### src/rtl/lsc_pkg.sv
// Shared definitions for the LED status capture sequencer.
// Assumes a 2-bit source select and qualification rules as in the brief.
package lsc_pkg;
    typedef enum logic [1:0] {
        SRC_NONE  = 2'b00,
        SRC_OPEN  = 2'b01,
        SRC_SHORT = 2'b10,
        SRC_LEAK  = 2'b11
    } src_sel_t;
endpackage

### src/rtl/lsc_blank_sync.sv
// Two-flop synchroniser for the blanking input plus edge detection.
// Assumes blank_in is asynchronous to clk; edges are single-cycle pulses.
module lsc_blank_sync (
    input  logic clk,
    input  logic rst_n,
    input  logic blank_in,
    output logic blank_s,
    output logic rise,
    output logic fall
);
    logic s1, s2, s_prev;

    // Synchronise and keep one cycle of history for edge detection.
    always_ff @(posedge clk) begin
        if (!rst_n) begin
            s1     <= 1'b0;
            s2     <= 1'b0;
            s_prev <= 1'b0;
        end else begin
            s1     <= blank_in;
            s2     <= s1;
            s_prev <= s2;
        end
    end

    // Edge pulses from the synchronised level.
    always_comb begin
        blank_s = s2;
        rise    = s2 & ~s_prev;
        fall    = ~s2 & s_prev;
    end
endmodule

### src/rtl/lsc_idm_timer.sv
// Invisible test window timer: runs BASE_WIN<<code + 1 cycles after start,
// or ends early on stop. Assumes start and stop never coincide with an
// already-running window restart.
module lsc_idm_timer #(
    parameter int BASE_WIN = 16,
    parameter int CODE_W   = 2,
    localparam int MAX_WIN = (BASE_WIN << ((1 << CODE_W) - 1)) + 1,
    localparam int CNT_W   = $clog2(MAX_WIN + 1)
) (
    input  logic              clk,
    input  logic              rst_n,
    input  logic              start,
    input  logic              stop,
    input  logic [CODE_W-1:0] code,
    output logic              active,
    output logic              done
);
    logic [CNT_W-1:0] cnt;
    logic [CNT_W-1:0] last;

    // Last count value of the selected window.
    always_comb begin
        last = CNT_W'((BASE_WIN << code) + 1 - 1);
        done = active & (stop | (cnt == last));
    end

    // Window state and cycle counter.
    always_ff @(posedge clk) begin
        if (!rst_n) begin
            active <= 1'b0;
            cnt    <= '0;
        end else if (done) begin
            active <= 1'b0;
            cnt    <= '0;
        end else if (start && !active) begin
            active <= 1'b1;
            cnt    <= '0;
        end else if (active) begin
            cnt <= cnt + 1'b1;
        end
    end
endmodule

### src/rtl/lsc_capture.sv
// Status holder with per-channel qualification and whole-word fault override.
// Also holds the sticky thermal error flag. Assumes comparator inputs are
// stable in the capture cycle.
module lsc_capture
    import lsc_pkg::*;
#(
    parameter int CH = 16
) (
    input  logic          clk,
    input  logic          rst_n,
    input  logic          cap_norm,
    input  logic          cap_test,
    input  logic          lat_strobe,
    input  logic [1:0]    sel,
    input  logic [CH-1:0] onoff,
    input  logic [CH-1:0] open_cmp,
    input  logic [CH-1:0] short_cmp,
    input  logic [CH-1:0] leak_cmp,
    input  logic          therm_err_in,
    input  logic          warn_in,
    input  logic          iref_short,
    output logic [CH-1:0] status
);
    logic          tef_q;
    logic [CH-1:0] drive_mask;
    logic [CH-1:0] next_word;

    // Sticky thermal error: set by the comparator, cleared by the latch strobe.
    always_ff @(posedge clk) begin
        if (!rst_n)            tef_q <= 1'b0;
        else if (therm_err_in) tef_q <= 1'b1;
        else if (lat_strobe)   tef_q <= 1'b0;
    end

    // Pick the qualification mask and build the candidate word.
    always_comb begin
        drive_mask = cap_test ? ~onoff : onoff;
        unique case (src_sel_t'(sel))
            SRC_OPEN:  next_word = tef_q ? '1 : (open_cmp & drive_mask);
            SRC_SHORT: next_word = warn_in ? '1 : (short_cmp & drive_mask);
            SRC_LEAK:  next_word = iref_short ? '1 :
                                   (cap_test ? '0 : (leak_cmp & ~onoff));
            default:   next_word = status;
        endcase
    end

    // Holder update on either capture event.
    always_ff @(posedge clk) begin
        if (!rst_n)                   status <= '0;
        else if (cap_norm || cap_test) status <= next_word;
    end
endmodule

### src/rtl/led_status_capture.sv
// Top of the LED fault status capture sequencer: synchronises blanking,
// runs the invisible test window and drives the status holder.
// Assumes all control fields are quasi-static around capture events.
module led_status_capture #(
    parameter int CH       = 16,
    parameter int BASE_WIN = 16
) (
    input  logic          clk,
    input  logic          rst_n,
    input  logic          blank_pin,
    input  logic          lat_strobe,
    input  logic [CH-1:0] onoff,
    input  logic [1:0]    sel,
    input  logic [1:0]    idm_cur,
    input  logic [1:0]    idm_tim,
    input  logic          blk_mode,
    input  logic [CH-1:0] open_cmp,
    input  logic [CH-1:0] short_cmp,
    input  logic [CH-1:0] leak_cmp,
    input  logic          therm_err_in,
    input  logic          warn_in,
    input  logic          iref_short,
    output logic [CH-1:0] status,
    output logic          idm_sink_en,
    output logic          leak_src_en
);
    logic blank_s, b_rise, b_fall;
    logic idm_armed, win_active, win_done;
    logic cap_norm;

    lsc_blank_sync u_sync (
        .clk      (clk),
        .rst_n    (rst_n),
        .blank_in (blank_pin),
        .blank_s  (blank_s),
        .rise     (b_rise),
        .fall     (b_fall)
    );

    // Test arming and the capture event outside the test.
    always_comb begin
        idm_armed   = (idm_cur != 2'b00) & blk_mode;
        cap_norm    = b_rise & ~idm_armed & ~win_active;
        idm_sink_en = win_active;
        leak_src_en = (sel == 2'b11) & ~blank_s & ~idm_armed;
    end

    lsc_idm_timer #(.BASE_WIN(BASE_WIN), .CODE_W(2)) u_timer (
        .clk    (clk),
        .rst_n  (rst_n),
        .start  (b_fall & idm_armed),
        .stop   (b_rise),
        .code   (idm_tim),
        .active (win_active),
        .done   (win_done)
    );

    lsc_capture #(.CH(CH)) u_cap (
        .clk          (clk),
        .rst_n        (rst_n),
        .cap_norm     (cap_norm),
        .cap_test     (win_done),
        .lat_strobe   (lat_strobe),
        .sel          (sel),
        .onoff        (onoff),
        .open_cmp     (open_cmp),
        .short_cmp    (short_cmp),
        .leak_cmp     (leak_cmp),
        .therm_err_in (therm_err_in),
        .warn_in      (warn_in),
        .iref_short   (iref_short),
        .status       (status)
    );
endmodule

### config.mk
export PLATFORM = sky130hd
export DESIGN_NAME = led_status_capture
export DESIGN_NICKNAME = d
export VERILOG_FILES = /design/src/rtl/lsc_pkg.sv /design/src/rtl/lsc_blank_sync.sv /design/src/rtl/lsc_idm_timer.sv /design/src/rtl/lsc_capture.sv /design/src/rtl/led_status_capture.sv
export SDC_FILE = /design/constraint.sdc
export NUM_CORES = 1
export LEC_CHECK = 0
export BUFFER_PORTS_ARGS = -buffer_cell sky130_fd_sc_hd__buf_2
export CELL_PAD_IN_SITES_DETAIL_PLACEMENT = 1
export CELL_PAD_IN_SITES_GLOBAL_PLACEMENT = 1
export CORE_MARGIN = 3
export CORE_UTILIZATION = 33
export CTS_CLUSTER_SIZE = 24
export DETAILED_ROUTE_END_ITERATION = 6
export GPL_ROUTABILITY_DRIVEN = 0
export PLACE_DENSITY = 0.85
export SYNTH_ARGS = -nofsm -noshare
export SYNTH_HDL_FRONTEND = slang
export SYNTH_SLANG_ARGS = --single-unit
### constraint.sdc
create_clock -name clk -period 2.1 [get_ports clk]
set_input_delay 0.42 -clock clk [delete_from_list [all_inputs] [get_ports clk]]
set_output_delay 0.42 -clock clk [all_outputs]
set_load 0.02 [all_outputs]
* Word-level counts from Yosys, hierarchy flattened
Index checks and enable logic that the tools add are counted.
Cells by class: muxes and demuxes 8, shift operators 1, equal/unequal tests 4, reductions and logical operators 9, $add $sub $neg 3, bitwise logic cells 19
Operators by type and width (count):
- $mux 16 | 5
- $and 16x16->16 | 3
- $pmux 16 s3 | 1
- $not 16->16 | 1
- $and 1x1->1 | 9
- $add 8x1->8 const B | 1
- $add 8x2->8 const B | 1
- $eq 8x8->1 | 1
- $shl 5x2->8 const A | 1
- $sub 8x2->8 const B | 1
- $not 1->1 | 5
- $eq 2x2->1 const B | 2
- $reduce_bool 2->1 | 2
- $reduce_bool 3->1 | 1
- $reduce_or 3->1 | 1
- $eq 2x1->1 const B | 1
- $mux 1 | 2
- $reduce_and 2->1 | 1
- $reduce_or 2->1 | 1
- $logic_and 1x1->1 | 1
- $logic_not 1->1 | 1
- $logic_or 1x1->1 | 1
- $or 1x1->1 | 1
Word-level totals: output and inout bits 18, register bits 29, word-level logic and storage cells 51

* Logic depth before layout (Yosys ltp)
depth in word-level cells 10, gate-level depth with buffers 10

* By module
From an unflattened synthesis, not the netlist that was laid out.
Second synthesis, totals: cells, all modules 241, area total of the unflattened synthesis 2073.2 sq um
Modules (own cells, without submodules):
- lsc_capture | area an instance 1373.8 sq um, instances 1, cells an instance 165
- lsc_idm_timer | area an instance 568.0 sq um, instances 1, cells an instance 63
- lsc_blank_sync | area an instance 91.3 sq um, instances 1, cells an instance 8
- led_status_capture | area an instance 40.0 sq um, instances 1, cells an instance 5

* Least setup slack after synthesis
OpenSTA, ideal clock, no wires.
path kind in2reg, from input idm_tim[0], to register u_cap.status[8], data arrival time 1.713 ns, setup slack 0.313 ns, path buffers 2, stages on the path 8, cell sequence nor4bb_1 > o31a_1 > o221ai_2 > buf_6 > buf_8 > xnor2_1 > nand3b_1 > a31oi_1
On the way: longest elaborated chain between the ends 10, elaborated cells between the ends (all ways) 16
RTL lines:
- from (decl) | line led_status_capture.sv:15 | input logic [1:0] idm_tim,
- $shl 5x2->8 (*) | line lsc_idm_timer.sv:23 | last = CNT_W'((BASE_WIN << code) + 1 - 1);
- $add 8x2->8 (*) | line lsc_idm_timer.sv:23
- $sub 8x2->8 (*) | line lsc_idm_timer.sv:23
- $eq 8x8->1 (*) | line lsc_idm_timer.sv:24 | done = active & (stop | (cnt == last));
- $or 1x1->1 (*) | line lsc_idm_timer.sv:24
- $and 1x1->1 (*) | line lsc_idm_timer.sv:24
- $mux 16 | line lsc_capture.sv:37 | drive_mask = cap_test ? ~onoff : onoff;
- $and 16x16->16 (on tied branches) | line lsc_capture.sv:40, lsc_capture.sv:39
- $mux 16 (on tied branches) | line lsc_capture.sv:40, lsc_capture.sv:39
- $pmux 16 s3 | line lsc_capture.sv:38 | unique case (src_sel_t'(sel))
- to (signal assigned) | line lsc_capture.sv:50 | else if (cap_norm || cap_test) status <= next_word;
- to (decl) | line lsc_capture.sv:22 | output logic [CH-1:0] status
Mark *: on every way between the ends. The rest lies on a longest branch, timed or not. A chain may end at the register's enable or synchronous reset.

* Final worst setup path
from register u_timer.cnt[0], to register u_cap.status[10]
On the way: longest elaborated chain between the ends 7, elaborated cells between the ends (all ways) 13
RTL lines:
- from (decl) | line lsc_idm_timer.sv:18 | logic [CNT_W-1:0] cnt;
- from (signal assigned) | line lsc_idm_timer.sv:39 | cnt <= cnt + 1'b1;
- $eq 8x8->1 (*) | line lsc_idm_timer.sv:24
- $or 1x1->1 (*) | line lsc_idm_timer.sv:24
- $and 1x1->1 (*) | line lsc_idm_timer.sv:24
- $mux 16 | line lsc_capture.sv:37
- $and 16x16->16 (on tied branches) | line lsc_capture.sv:40, lsc_capture.sv:39
- $mux 16 (on tied branches) | line lsc_capture.sv:40, lsc_capture.sv:39
- $pmux 16 s3 | line lsc_capture.sv:38
Marked as above.

==> results.cfg <==
[run_status]
status = completed

[sta]
rsz0062_at_grt = true
final_max_slew_viol_count = 0
hold-worst-slack_ps = 343
fin_crit_sh_pct = 97.5
skew_ps = 3.78
timing.fmax_mhz = 488
tightest_slew_ps = 513
finalHoldViolCount = 0
tns_ps = 0
slew_headroom_pct = 65.8
min_period_ps = 2050
setup_viol = 0

[floorplanning]
pin_count = 96
dieWidth_um = 85.5
die_height_um = 85.5
start_util_pct = 34.6
rows = 28
core_um2 = 6030
dieArea_um2 = 7310

[hold_path]
holdCritStartpoint = therm_err_in
hp-class = input port to flip-flop

[setup_path]
worst-path-max-fanout = 26
startpoint_type = flip-flop
cp.arrival_ps = 2270
crit_path_start = u_timer.cnt[0]
worstPathRequired_ps = 2320
r2r-start = u_timer.cnt[0]
end_kind = flip-flop
path_class = flip-flop to flip-flop

[clock_network]
clkLatencyLatePin_ps = 290
cts_tree = done
clockRootBuffer = clkbuf_8
clk_pin_slew_ps = 70
clock_sinks = 29
cts_buffers = 5
cts_buffer_depth = 2
postCtsHoldBufs = 0
htreeDepth = 2

[drt]
finalWirelength_um = 7420
drt-vias-per-instance = 5.43
num_vias = 2296
drtIter0Drc = 105
drtAntennaViolNets = 0
drtPass1Iterations = 6
wl_per_cell_um = 17.5
drc = 0

[yosys]
ys_types = 38
ys_top_cells_by_count = a31oi_1 (30), dfxtp_1 (29), o21ai_0 (29), nand3b_1 (28), xnor2_1 (19)
yosysMostFrequentCell = a31oi_1
avgSynthCellArea_um2 = 8.31
yosysSeqAreaShare_pct = 27.8
synth_flop_cell = dfxtp_1
syn_area_um2 = 2090
yosysTopAreaCell = dfxtp_1
synth_edf_count = 0
yosysWarnings = 0
syn_nets = 331
synth_area_leaders = dfxtp_1 (28%), nand3b_1 (10%), a31oi_1 (9.0%)
synthCells = 251
ys_ff_latch = 29
synth.top_cell.area_share_pct = 27.8
synthArstFlopShare_pct = 0

[finish]
final_area_um2 = 2900
drive_above_1_share_pct = 40.2
fin_cells = 423
area_growth_pct = 39.0
nets = 427
n_antenna_cell = 0
fillers = 787

[power_and_ir_drop]
ir_drop_uv = 255
power_mw = 1.36
p_leak_nw = 1.21
p_per_area_nw_per_um2 = 470

[global_route]
grt_pass1_wl_um = 11200
track_usage_pct = 19.3
grt_pass1_vias = 2329
grt.overflow.total = 0
antenna_found_initial = 0
grt_max_degree = 27

[placement]
dp_hpwl_um = 5500
placed_area_um2 = 2650
dp.cells = 411
port_buffers = 95

[job]
cap_violations = 0
-- cell usage in the layout (no fill, tap or decap), types with 3 or more instances in the layout --
cell type	Yosys	routed
inv_1	4	3
buf_12	0	3
clkbuf_8	0	7
a31oi_1	30	30
and2_1	4	4
dfxtp_2	0	3
nand3_1	3	3
nand3b_1	28	28
nor4bb_2	0	5
nand2_1	18	18
o21ai_0	29	29
o21ai_1	4	4
nor2_1	13	13
xnor2_1	19	19
buf_4	2	8
nor4bb_1	16	9
dfxtp_1	29	25
xor2_1	4	4
buf_2	0	95
-- cell type report --
type	instances	area (µm²)	area share (%)
clock buffer	7	96.3	3.32
multi-input combinational	199	1460	50.2
sequential	29	588	20.3
clock inverter	1	5.00	0.173
inverter	4	15.0	0.518
tap	75	93.8	3.24
timing repair buffer	108	646	22.3
-- what timing repair did --
item / in CTS / in global routing
buffers inserted: 0 / 2
endpoints found under the setup margin: 0 / 16
resized for setup: 0 / 19
-- power breakdown --
group	switching [mW]	total [mW]	internal, mW
combinational	0.144	0.279	0.135
clock	0.224	0.519	0.296
sequential	0.00665	0.566	0.559
-- cell families after synthesis --
family | count (synthesis) | synth area share [%]
xor+xnor | 23 | 9.65
buf+inv | 23 | 6.83
mux | 2 | 0.959
fa+ha+maj | 2 | 1.20
simple gates | 98 | 32.2
flops | 29 | 27.8
compound gates | 74 | 21.3
-- metal layers --
metal	vias up	track usage, %	part of all wire [%]
met3	9	5.19	5.7
li1	1121	-	-
met4	0	4.75	1.3
met2	66	35.2	51
met1	1100	22.3	42
met5	-	0	0
-- worst max-delay path: stages (launching register included) --
cell	delay, ps
dfxtp_4	360
inv_2	50
ha_2	160
nor3b_4	170
o31a_1	230
o221ai_4	200
buf_12	240
nor4bb_2	310
a31oi_1	70
a31oi_1	170
-- final timing paths --
check,to,slack [ps],cells past startpoint
max,u_cap.status[10],50,9
min,u_cap.tef_q,340,2
min reg2reg,u_sync.blank_s,450,1
max reg2reg,u_cap.status[10],50,9
-- flip-flops by register name (all words and copies together) (netlist names) --
signal	cells
u_cap.status	16
u_cap.tef_q	1
u_sync.blank_s	1
u_sync.s1	1
u_sync.s_prev	1
u_timer.active	1
u_timer.cnt	8
-- metrics by stage --
step | util, % | setup slack [ps]
after global placement | 43.9 | 115
after detailed placement | 43.9 | -13.3
after floorplan | - | 313
final | 48.1 | 51.5
after global routing | 48.1 | -150
after CTS | 45.6 | 1.30
(Power assumes the default switching activity.)
